### config.mk
export PLATFORM = sky130hd
export DESIGN_NAME = evt_tally_snap
export DESIGN_NICKNAME = d
export VERILOG_FILES = /design/src/rtl/evt_tally_pkg.sv /design/src/rtl/tally_rst_sync.sv /design/src/rtl/tally_counter.sv /design/src/rtl/tally_hold.sv /design/src/rtl/tally_sticky.sv /design/src/rtl/evt_tally_snap.sv
export SDC_FILE = /design/constraint.sdc
export NUM_CORES = 1
export LEC_CHECK = 0
export ABC_AREA = 1
export BUFFER_PORTS_ARGS = -buffer_cell sky130_fd_sc_hd__buf_2
export CAP_MARGIN = 30
export CORE_AREA = 2 2 64 66
export CTS_CLUSTER_SIZE = 20
export DETAILED_ROUTE_END_ITERATION = 7
export DIE_AREA = 0 0 66 68
export PLACE_DENSITY = 0.75
export SLEW_MARGIN = 10
export SYNTH_ARGS = -nofsm -noshare
export SYNTH_HDL_FRONTEND = slang
export SYNTH_HIERARCHICAL = 1
export SYNTH_SLANG_ARGS = --single-unit
### constraint.sdc
create_clock -name clk -period 2.6 [get_ports clk]
set_input_delay 0.26 -clock clk [delete_from_list [all_inputs] [get_ports clk]]
set_output_delay 0.26 -clock clk [all_outputs]
set_load 0.05 [all_outputs]
### src/rtl/evt_tally_pkg.sv
package evt_tally_pkg;

  typedef struct packed {
    logic live_nz;
    logic first_hit;
    logic inc_seen;
  } tally_stat_t;

  localparam int unsigned STICKY_N = 2;
  localparam int unsigned STICKY_FIRST = 0;
  localparam int unsigned STICKY_INC = 1;

endpackage

### src/rtl/tally_rst_sync.sv
module tally_rst_sync #(
  parameter int unsigned STAGES = 2
) (
  input  logic clk,
  input  logic rst_n,
  output logic srst_n
);

  logic [STAGES-1:0] sync_q;
  logic [STAGES-1:0] sync_d;

  always_comb begin
    sync_d = {sync_q[STAGES-2:0], 1'b1};
  end

  always_ff @(posedge clk or negedge rst_n) begin
    if (!rst_n) sync_q <= '0;
    else        sync_q <= sync_d;
  end

  assign srst_n = sync_q[STAGES-1];

endmodule

### src/rtl/tally_counter.sv
module tally_counter #(
  parameter int unsigned CNT_W = 16
) (
  input  logic             clk,
  input  logic             srst_n,
  input  logic             evt_i,
  input  logic             snap_i,
  output logic [CNT_W-1:0] cnt_o,
  output logic             inc_fire_o,
  output logic             rise_o
);

  localparam logic [CNT_W-1:0] CNT_MAX = '1;
  localparam logic [CNT_W-1:0] CNT_ONE = CNT_W'(1);

  logic [CNT_W-1:0] cnt_q;
  logic [CNT_W-1:0] cnt_nxt;
  logic             cnt_en;
  logic             at_max;
  logic             is_zero;

  always_comb begin
    at_max     = (cnt_q == CNT_MAX);
    is_zero    = (cnt_q == '0);
    inc_fire_o = evt_i & (snap_i | ~at_max);
    rise_o     = evt_i & (snap_i | is_zero);
    cnt_en     = snap_i | inc_fire_o;
    if (snap_i) cnt_nxt = evt_i ? CNT_ONE : '0;
    else        cnt_nxt = cnt_q + CNT_ONE;
  end

  always_ff @(posedge clk or negedge srst_n) begin
    if (!srst_n)     cnt_q <= '0;
    else if (cnt_en) cnt_q <= cnt_nxt;
  end

  assign cnt_o = cnt_q;

  AST_SAT_STAYS: assert property (@(posedge clk) disable iff (!srst_n)
    (cnt_q == CNT_MAX && evt_i && !snap_i) |=> (cnt_q == CNT_MAX));

  AST_SNAP_ZERO: assert property (@(posedge clk) disable iff (!srst_n)
    (snap_i && !evt_i) |=> (cnt_q == '0));

  AST_SNAP_RELOAD: assert property (@(posedge clk) disable iff (!srst_n)
    (snap_i && evt_i) |=> (cnt_q == CNT_ONE));

  AST_NO_WRAP: assert property (@(posedge clk) disable iff (!srst_n)
    (!snap_i && cnt_q != '0) |=> (cnt_q != '0));

endmodule

### src/rtl/tally_hold.sv
module tally_hold #(
  parameter int unsigned CNT_W = 16
) (
  input  logic             clk,
  input  logic             srst_n,
  input  logic             snap_i,
  input  logic [CNT_W-1:0] cnt_i,
  output logic [CNT_W-1:0] hold_o
);

  logic [CNT_W-1:0] hold_q;
  logic [CNT_W-1:0] hold_nxt;

  always_comb begin
    hold_nxt = cnt_i;
  end

  always_ff @(posedge clk or negedge srst_n) begin
    if (!srst_n)     hold_q <= '0;
    else if (snap_i) hold_q <= hold_nxt;
  end

  assign hold_o = hold_q;

  AST_HOLD_KEEP: assert property (@(posedge clk) disable iff (!srst_n)
    !snap_i |=> $stable(hold_q));

endmodule

### src/rtl/tally_sticky.sv
module tally_sticky #(
  parameter int unsigned N = 2
) (
  input  logic         clk,
  input  logic         srst_n,
  input  logic [N-1:0] set_i,
  input  logic [N-1:0] clr_i,
  output logic [N-1:0] flag_o
);

  for (genvar g = 0; g < N; g++) begin : g_bit
    logic flag_q;
    logic flag_nxt;

    always_comb begin
      flag_nxt = set_i[g] | (flag_q & ~clr_i[g]);
    end

    always_ff @(posedge clk or negedge srst_n) begin
      if (!srst_n) flag_q <= 1'b0;
      else         flag_q <= flag_nxt;
    end

    assign flag_o[g] = flag_q;

    AST_SET_WINS: assert property (@(posedge clk) disable iff (!srst_n)
      set_i[g] |=> flag_q);

    AST_CLR_TAKES: assert property (@(posedge clk) disable iff (!srst_n)
      (clr_i[g] && !set_i[g]) |=> !flag_q);
  end

endmodule

### src/rtl/evt_tally_snap.sv
module evt_tally_snap
  import evt_tally_pkg::*;
#(
  parameter int unsigned CNT_W = 16
) (
  input  logic             clk,
  input  logic             rst_n,
  input  logic             evt_i,
  input  logic             snap_i,
  input  logic             clr_first_i,
  input  logic             clr_inc_i,
  output logic [CNT_W-1:0] hold_o,
  output logic             live_nz_o,
  output logic             first_hit_o,
  output logic             inc_seen_o
);

  logic                srst_n;
  logic [CNT_W-1:0]    cnt;
  logic                inc_fire;
  logic                rise;
  logic [STICKY_N-1:0] st_set;
  logic [STICKY_N-1:0] st_clr;
  logic [STICKY_N-1:0] st_flag;
  tally_stat_t         stat;

  tally_rst_sync #(.STAGES(2)) u_rst (
    .clk    (clk),
    .rst_n  (rst_n),
    .srst_n (srst_n)
  );

  tally_counter #(.CNT_W(CNT_W)) u_cnt (
    .clk        (clk),
    .srst_n     (srst_n),
    .evt_i      (evt_i),
    .snap_i     (snap_i),
    .cnt_o      (cnt),
    .inc_fire_o (inc_fire),
    .rise_o     (rise)
  );

  tally_hold #(.CNT_W(CNT_W)) u_hold (
    .clk    (clk),
    .srst_n (srst_n),
    .snap_i (snap_i),
    .cnt_i  (cnt),
    .hold_o (hold_o)
  );

  always_comb begin
    st_set               = '0;
    st_clr               = '0;
    st_set[STICKY_FIRST] = rise;
    st_set[STICKY_INC]   = inc_fire;
    st_clr[STICKY_FIRST] = clr_first_i;
    st_clr[STICKY_INC]   = clr_inc_i;
  end

  tally_sticky #(.N(STICKY_N)) u_sticky (
    .clk    (clk),
    .srst_n (srst_n),
    .set_i  (st_set),
    .clr_i  (st_clr),
    .flag_o (st_flag)
  );

  always_comb begin
    stat.live_nz   = |cnt;
    stat.first_hit = st_flag[STICKY_FIRST];
    stat.inc_seen  = st_flag[STICKY_INC];
  end

  assign live_nz_o   = stat.live_nz;
  assign first_hit_o = stat.first_hit;
  assign inc_seen_o  = stat.inc_seen;

  AST_NZ_FROM_ZERO: assert property (@(posedge clk) disable iff (!srst_n)
    (!live_nz_o && evt_i) |=> (live_nz_o && first_hit_o));

  AST_INC_FLAG: assert property (@(posedge clk) disable iff (!srst_n)
    (evt_i && !live_nz_o) |=> inc_seen_o);

  AST_NZ_DROPS: assert property (@(posedge clk) disable iff (!srst_n)
    (snap_i && !evt_i) |=> !live_nz_o);

endmodule

# Yosys cells after proc, flatten, opt, wreduce, memory -nomap -nowiden
# Cells that the tools add are included.
[totals] regBits=36 out_inout_bits=19 elab_cells=23
[op_classes] n_addsub=1 eq_ne=1 n_mux=2 bitwise=12 reduce_logical=2
[ops] cell="$add 16x1->16 const B" count=1
[ops] cell="$eq 16x16->1 const B" count=1
[ops] cell="$logic_not 16->1" count=1
[ops] cell="$mux 16" count=1
[ops] cell="$reduce_or 16->1" count=1
[ops] cell="$or 1x1->1" count=5
[ops] cell="$and 1x1->1" count=4
[ops] cell="$not 1->1" count=3
[ops] cell="$mux 1" count=1

# Longest topological paths before layout
# Gate-level depths: netlist (run 1).
[depth] ltp_word=5 ltp_mapped=9 mapped_depth_nobuf=9

# Cells and area by module
# The synthesis (run 1) kept the hierarchy.
[by_module_without_submodules] module="tally_counter" instances=1 cells_per_inst=169 area_each_um2=1204.9
[by_module_without_submodules] module="tally_hold" instances=1 cells_per_inst=68 area_each_um2=644.4
[by_module_without_submodules] module="tally_sticky" instances=1 cells_per_inst=12 area_each_um2=95.1
[by_module_without_submodules] module="evt_tally_snap" instances=1 cells_per_inst=15 area_each_um2=56.3
[by_module_without_submodules] module="tally_rst_sync" instances=1 cells_per_inst=3 area_each_um2=53.8

# Worst setup path before layout (run 1)
# No wires, ideal clock.
[synth_timing] path_kind="reg-to-reg" from="reg u_cnt.cnt_q[0], in the netlist u_cnt/cnt_o[0]" to="reg u_cnt.cnt_q[7], in the netlist u_cnt/cnt_o[7]" arrival_ps=1272 required_ps=2483 slack_ps=1211 stages_incl_launch_ff=9 path_cell_list="dfrtp_1 -> ha_1 -> nand3_4 -> nor2_4 -> nand3_4 -> nand2_4 -> nand2_2 -> nand2_1 -> nand2_1"
[synth_via] elab_chain_cells=5 elab_cells_between_ends=7 classes_between="add/sub (1); eq/ne (1); mux (1); bitwise (4)"
[synth_lines] element="start: declaration" line="tally_counter.sv:16" text="logic [CNT_W-1:0] cnt_q;"
[synth_lines] element="start signal: assignment" line="tally_counter.sv:34" text="else if (cnt_en) cnt_q <= cnt_nxt;"
[synth_lines] element="parallel branches: the longest is 5 deep, another holds $add 16x1->16"
# Several ways; the timed one is not identified.
# A chain may end at the register's enable or synchronous reset.

# Final worst setup path (run 1)
[layout_timing] from="reg u_cnt.cnt_q[1], in the netlist u_cnt/cnt_o[1]" to="reg u_cnt.cnt_q[7], in the netlist u_cnt/cnt_o[7]"
# Same word-level chain as after synthesis.

==> results.cfg, run 1 <==
[synthesis]
syn-instance-count = 267
syn_avg_cell_area_um2 = 7.69
synth_xor_area_frac = 0.0298
async_flop_share = 1.00
synth_edf_count = 0
yosys_most_used_dff = dfrtp_1
synth_fa_ha_area_frac = 0.0122
yosysTopAreaCellShare = 0.438
synth_compound_area_frac = 0.0122
ys_seq_area_frac = 0.438
synth_mux_area_frac = 0
synth_warnings = 6
yosysTopAreaCell = dfrtp_1
synth_cell_types = 29
ys_ff_latch = 36
syn-num-nets = 275
synth_top_family_by_area = simple AND/OR/NAND/NOR gates
synth-simple-area-share = 0.417
synthesis.area_um2 = 2050
yosys-top-cells-area = dfrtp_1 (44%), nand2_1 (18%), nand3_1 (6.6%)

[timing]
fin_crit_sh = 0.637
max_slew_margin = 0.503
drv_slew = 0
worstMarginPinSlew_ps = 746
period_minus_slack_ps = 1660
rsz0062_at_grt = false
skew_ps = 2.36
timing.fmax_ghz = 0.604
totalNegativeSetupSlack_ps = 0
setup_viol = 0
hold_violations = 0
setup_ws_ps = 944

[route]
wl_per_cell_um = 12.2
antenna_left = 0
firstDrtPassIters = 5
drt_iter0_drc = 150
wirelength_um = 4180
vias_per_cell = 5.11
post-route-drc-count = 0
vias = 1749

[cells_and_area]
final_area_um2 = 2260
final_nets = 300
drive_gt1_frac = 0.192
fillers = 379
finalNonFillerCells = 342
seq_area_um2 = 901
multi_input_area_um2 = 972
area_delta_synth_final_pct = 10.1
diodes = 0

[grt]
grt_pass1_vias = 1446
antenna_found_initial = 0
grt_max_degree = 27
grt_usage = 0.206
grt_pass1_wl_um = 6820
grt-ovfl-total = 0

[setup_path]
criticalPathCategory = flip-flop to flip-flop
critPathRequiredTime_ps = 2780
crit_arrival_ps = 1840
path_max_fanout = 15
start_kind = flip-flop
crit_path_end_kind = flip-flop

[clock_tree]
cts_hold_buf = 1
cts_buffers = 5
cts_buffer_depth = 2
cts_resized = 0
clock_latency_ps = 290
clk_pin_slew_ps = 60
root_buffer = clkbuf_8
post-cts-setup-buffer-count = 0
cts_max_level = 2
cts_tree = yes
cts.sinks = 36

[pwr]
power-per-cell-area_nw_per_um2 = 510
ir_worst_vdd_mv = 0.300
p_leak_uw = 0.00120

[floorplan]
initial_core_util = 0.533
fp.dieW_um = 66
rows = 23
die_area_um2 = 4490
coreArea_um2 = 3860
die_h_um = 68
num_io_pins = 25

[placed_design]
dp_hpwl_um = 2970
placed_area_um2 = 2160
place_congestion = 0.893
place_inst = 334
portBuffers = 24
dp_worst_setup_slack_ps = 973

[hold_path]
hp-class = input port to flip-flop

[run]
drv_cap = 0

[run_status]
status = completed
-- worst paths after layout --
| kind | to | depth (start not counted) | start | slack, ps |
|---|---|---|---|---|
| max | u_cnt/cnt_o[7]$_DFFE_PN0P_ | 8 | u_cnt/cnt_o[1]$_DFFE_PN0P_ | 940 |
| min | u_sticky/g_bit[1].flag_q$_DFF_PN0_ | 4 | clr_inc_i | 200 |
| max reg2reg | u_cnt/cnt_o[7]$_DFFE_PN0P_ | 8 | u_cnt/cnt_o[1]$_DFFE_PN0P_ | 940 |
| min reg2reg | u_cnt/cnt_o[8]$_DFFE_PN0P_ | 0 | u_rst/sync_q[1]$_DFF_PN0_ | 310 |
| max in group asynchronous | u_cnt/cnt_o[13]$_DFFE_PN0P_ | 1 | u_rst/sync_q[1]$_DFF_PN0_ | 1590 |
| min in group asynchronous | u_rst/sync_q[1]$_DFF_PN0_ | 2 | rst_n | 290 |
-- cells in the final DEF (no fill, tap or decap), types with 4 or more instances in the layout --
master	count
clkbuf_8	7
buf_2	24
nand2_1	100
a21oi_1	4
nand4_1	4
nor2_1	31
dfrtp_1	36
nand3_1	27
nand2_2	7
inv_1	15
xor2_1	6
-- state kept, by name, indices dropped and copies added (netlist names) --
register / flops
u_rst/sync_q: 2
u_sticky/g_bit.flag_q: 2
u_hold/hold_o: 16
u_cnt/cnt_o: 16
-- cell families after synthesis --
| logic type | count (synthesis) |
|---|---|
| flip-flops | 36 |
| AND/OR/NAND/NOR | 187 |
| XOR/XNOR | 7 |
| buffers and inverters | 29 |
| AO/OA/AOI/OAI | 5 |
| other | 1 |
| adder cells (fa/ha/maj) | 2 |
-- Yosys cell counts, types with 3 or more instances --
| master | n |
|---|---|
| xor2_1 | 6 |
| nand2_2 | 7 |
| nor2_1 | 31 |
| a21oi_1 | 4 |
| nand4_1 | 4 |
| buf_6 | 3 |
| nand3_2 | 3 |
| dfrtp_1 | 36 |
| nand2_1 | 100 |
| nor4_1 | 3 |
| nor2_2 | 3 |
| inv_1 | 15 |
| nand3_1 | 27 |
-- layout make-up --
cell class | count | area share
clock buffer | 7 | 0.0426
inverter | 19 | 0.0343
multi-input combinational | 202 | 0.430
sequential | 36 | 0.398
tap | 50 | 0.0277
timing repair buffer | 28 | 0.0675
-- worst max-delay path, cell delays in order (launching register included) --
cell and delay (ps):
dfrtp_1 430, ha_1 260, nand3_4 110, nor2_4 160
nand3_4 100, nand2_4 200, nand2_2 130, nand2_1 100
nand2_1 50
-- where the power goes --
| part | internal (µW) | switching, µW | leakage (µW) |
|---|---|---|---|
| clock | 236 | 182 | 0.0000503 |
| sequential | 575 | 18.6 | 0.000488 |
| combinational | 36.1 | 106 | 0.000661 |
-- per-stage QoR --
| stage | hold WS [ps] | power, µW | utilization |
|---|---|---|---|
| floorplan | -35.6 | 722 | - |
| global route | 224 | 1200 | 0.587 |
| global placement | 44.0 | 744 | 0.559 |
| detailed placement | 45.6 | 746 | 0.559 |
| CTS | 194 | 1170 | 0.587 |
| finish | 199 | 1150 | 0.587 |
-- layer usage --
layer,GRT usage,routed length [µm],up-vias
met1,0.267,1850,802
met2,0.332,2020,50
met3,0.0543,245,5
met4,0.0765,57,0
li1,-,-,892
met5,0,0,-
Power figures use the tool's default switching activity.
==> run 2: changes to the inputs <==
CORE_AREA = 2 2 66 68   (was 2 2 64 66)
DIE_AREA = 0 0 68 70   (was 0 0 66 68)
PLACE_DENSITY = 0.74   (was 0.75)
clock period = 1.43 ns   (was 2.6 ns; I/O delays follow)
==> results.cfg, run 2 (synthesis gave the netlist of run 1 again) <==
[route]
antenna_left = 0
firstDrtPassIters = 4
post-route-drc-count = 0
vias = 2023
drt_iter0_drc = 221
wl_per_cell_um = 13.8
wirelength_um = 5480
vias_per_cell = 5.11

[setup_path]
start_kind = flip-flop
slowest_delay_ps = 390
criticalPathCategory = flip-flop to output port
crit_arrival_ps = 1340
critPathSlowestCell = dfrtp_1
crit_path_end_kind = output port
path_max_fanout = 6
r2r_slack_ps = -30
cpLargestDelayFamily = flip-flops
path_cells = buf_4 -> nor2_1 -> nand2_1 -> nor2_1 -> nand2_1 -> buf_6
critPathRequiredTime_ps = 1290
cp.buffers_inverters = 2

[timing]
skew_ps = 7.68
fin_crit_sh = 1.04
period_minus_slack_ps = 1480
setup_ws_ps = -51.2
rsz0062_at_grt = true
drv_slew = 0
totalNegativeSetupSlack_ps = -86.2
hold_violations = 0
setup_viol = 5
timing.fmax_ghz = 0.675

[floorplan]
die_area_um2 = 4760
rows = 24
num_io_pins = 25
coreArea_um2 = 4140
fp.dieW_um = 68
initial_core_util = 0.496
die_h_um = 70

[pwr]
p_total_uw = 2090
power-per-cell-area_nw_per_um2 = 742
internal-power_uw = 1500
p_leak_uw = 0.00150
netSwitchingPower_uw = 599
power_frac_clock = 0.320
swShare = 0.286
pwr-share-seq = 0.509
p_comb_frac = 0.171
ir_worst_vdd_mv = 0.400

[clock_tree]
cts_tree = yes
cts.sinks = 36
cts_max_level = 2
clk_pin_slew_ps = 70
clock_latency_ps = 280
root_buffer = clkbuf_8
cts_buffers = 5
cts_buffer_depth = 2

[grt]
grt_max_degree = 35
grt_pass1_wl_um = 8160
grt_usage = 0.224
grt_pass1_vias = 1861
grt-ovfl-total = 0
antenna_found_initial = 0

[cells_and_area]
final_nets = 352
finalNonFillerCells = 396
fillers = 325
drive_gt1_frac = 0.390
final_cell_mix = nand2_1 (92), buf_4 (38), dfrtp_1 (33)
mostFrequentLayoutCell = nand2_1
area_delta_synth_final_pct = 37.4
diodes = 0

[placed_design]
place_inst = 369
portBuffers = 24
place_congestion = 0.879
dp_hpwl_um = 3460

[run]
drv_cap = 0

[hold_path]
hp-class = input port to flip-flop

[run_status]
failed_checks = setup timing
status = finished, violations left
-- run 2: final timing paths --
kind | from | endpoint | cells after the start
max in group asynchronous | u_rst/sync_q[1]$_DFF_PN0_ | u_cnt/cnt_o[2]$_DFFE_PN0P_ | 1
hold reg to reg | u_rst/sync_q[1]$_DFF_PN0_ | u_hold/hold_o[2]$_DFFE_PN0P_ | 1
setup reg to reg | u_cnt/cnt_o[0]$_DFFE_PN0P_ | u_cnt/cnt_o[1]$_DFFE_PN0P_ | 9
hold / removal | clr_first_i | u_sticky/g_bit[0].flag_q$_DFF_PN0_ | 4
setup / recovery | u_cnt/cnt_o[14]$_DFFE_PN0P_ | live_nz_o | 6
min in group asynchronous | rst_n | u_rst/sync_q[1]$_DFF_PN0_ | 2
-- run 2: through the flow --
| stage | area, µm² | hold WS (ps) | setup slack [ps] | utilization |
|---|---|---|---|---|
| global placement | 2420 | -71.7 | 10.3 | 0.584 |
| CTS | 2630 | 71.0 | -29.5 | 0.634 |
| finish | 2820 | 76.9 | -51.2 | 0.681 |
| global route | 2820 | 97.9 | -111 | 0.681 |
| detailed placement | 2420 | -67.3 | -45.2 | 0.584 |
| floorplan | 2050 | -153 | 41.0 | - |
-- run 2: repair_timing --
item | CTS | global route
gates resized for setup | 19 | 32
pin swaps | 8 | 16
endpoints found under the hold margin | 2 | 0
endpoints found under the setup margin | 18 | 19
buffers inserted | 10 | 11
hold buffers | 1 | 0
-- run 2: layout make-up --
type | instances | area [µm²] | area share
timing repair buffer | 80 | 622 | 0.220
clock inverter | 1 | 5.00 | 0.00177
inverter | 19 | 77.6 | 0.0275
tap | 52 | 65.1 | 0.0230
sequential | 36 | 905 | 0.320
multi-input combinational | 202 | 1080 | 0.381
clock buffer | 6 | 72.6 | 0.0257
-- run 2: metal layers --
| metal | GRT usage | up-vias | wire length [µm] |
|---|---|---|---|
| li1 | - | 991 | - |
| met1 | 0.302 | 948 | 2270 |
| met2 | 0.358 | 76 | 2830 |
| met3 | 0.0451 | 8 | 306 |
| met4 | 0.0689 | 0 | 74 |
| met5 | 0 | - | 0 |
-- run 2: worst min-delay path, stage by stage --
cell and delay [ps]:
buf_2 70, inv_1 30, nand2_1 40, nand2_1 40
-- run 2: power groups by stage --
| stage | clock network (µW) | registers, µW | logic (µW) |
|---|---|---|---|
| 2_1_floorplan | 0 | 1130 | 179 |
| 3_3_place_gp | 0 | 1080 | 298 |
| 3_5_place_dp | 0 | 1080 | 301 |
| 4_1_cts | 687 | 1060 | 328 |
| 5_1_grt | 729 | 1070 | 381 |
| 6_report | 671 | 1070 | 358 |
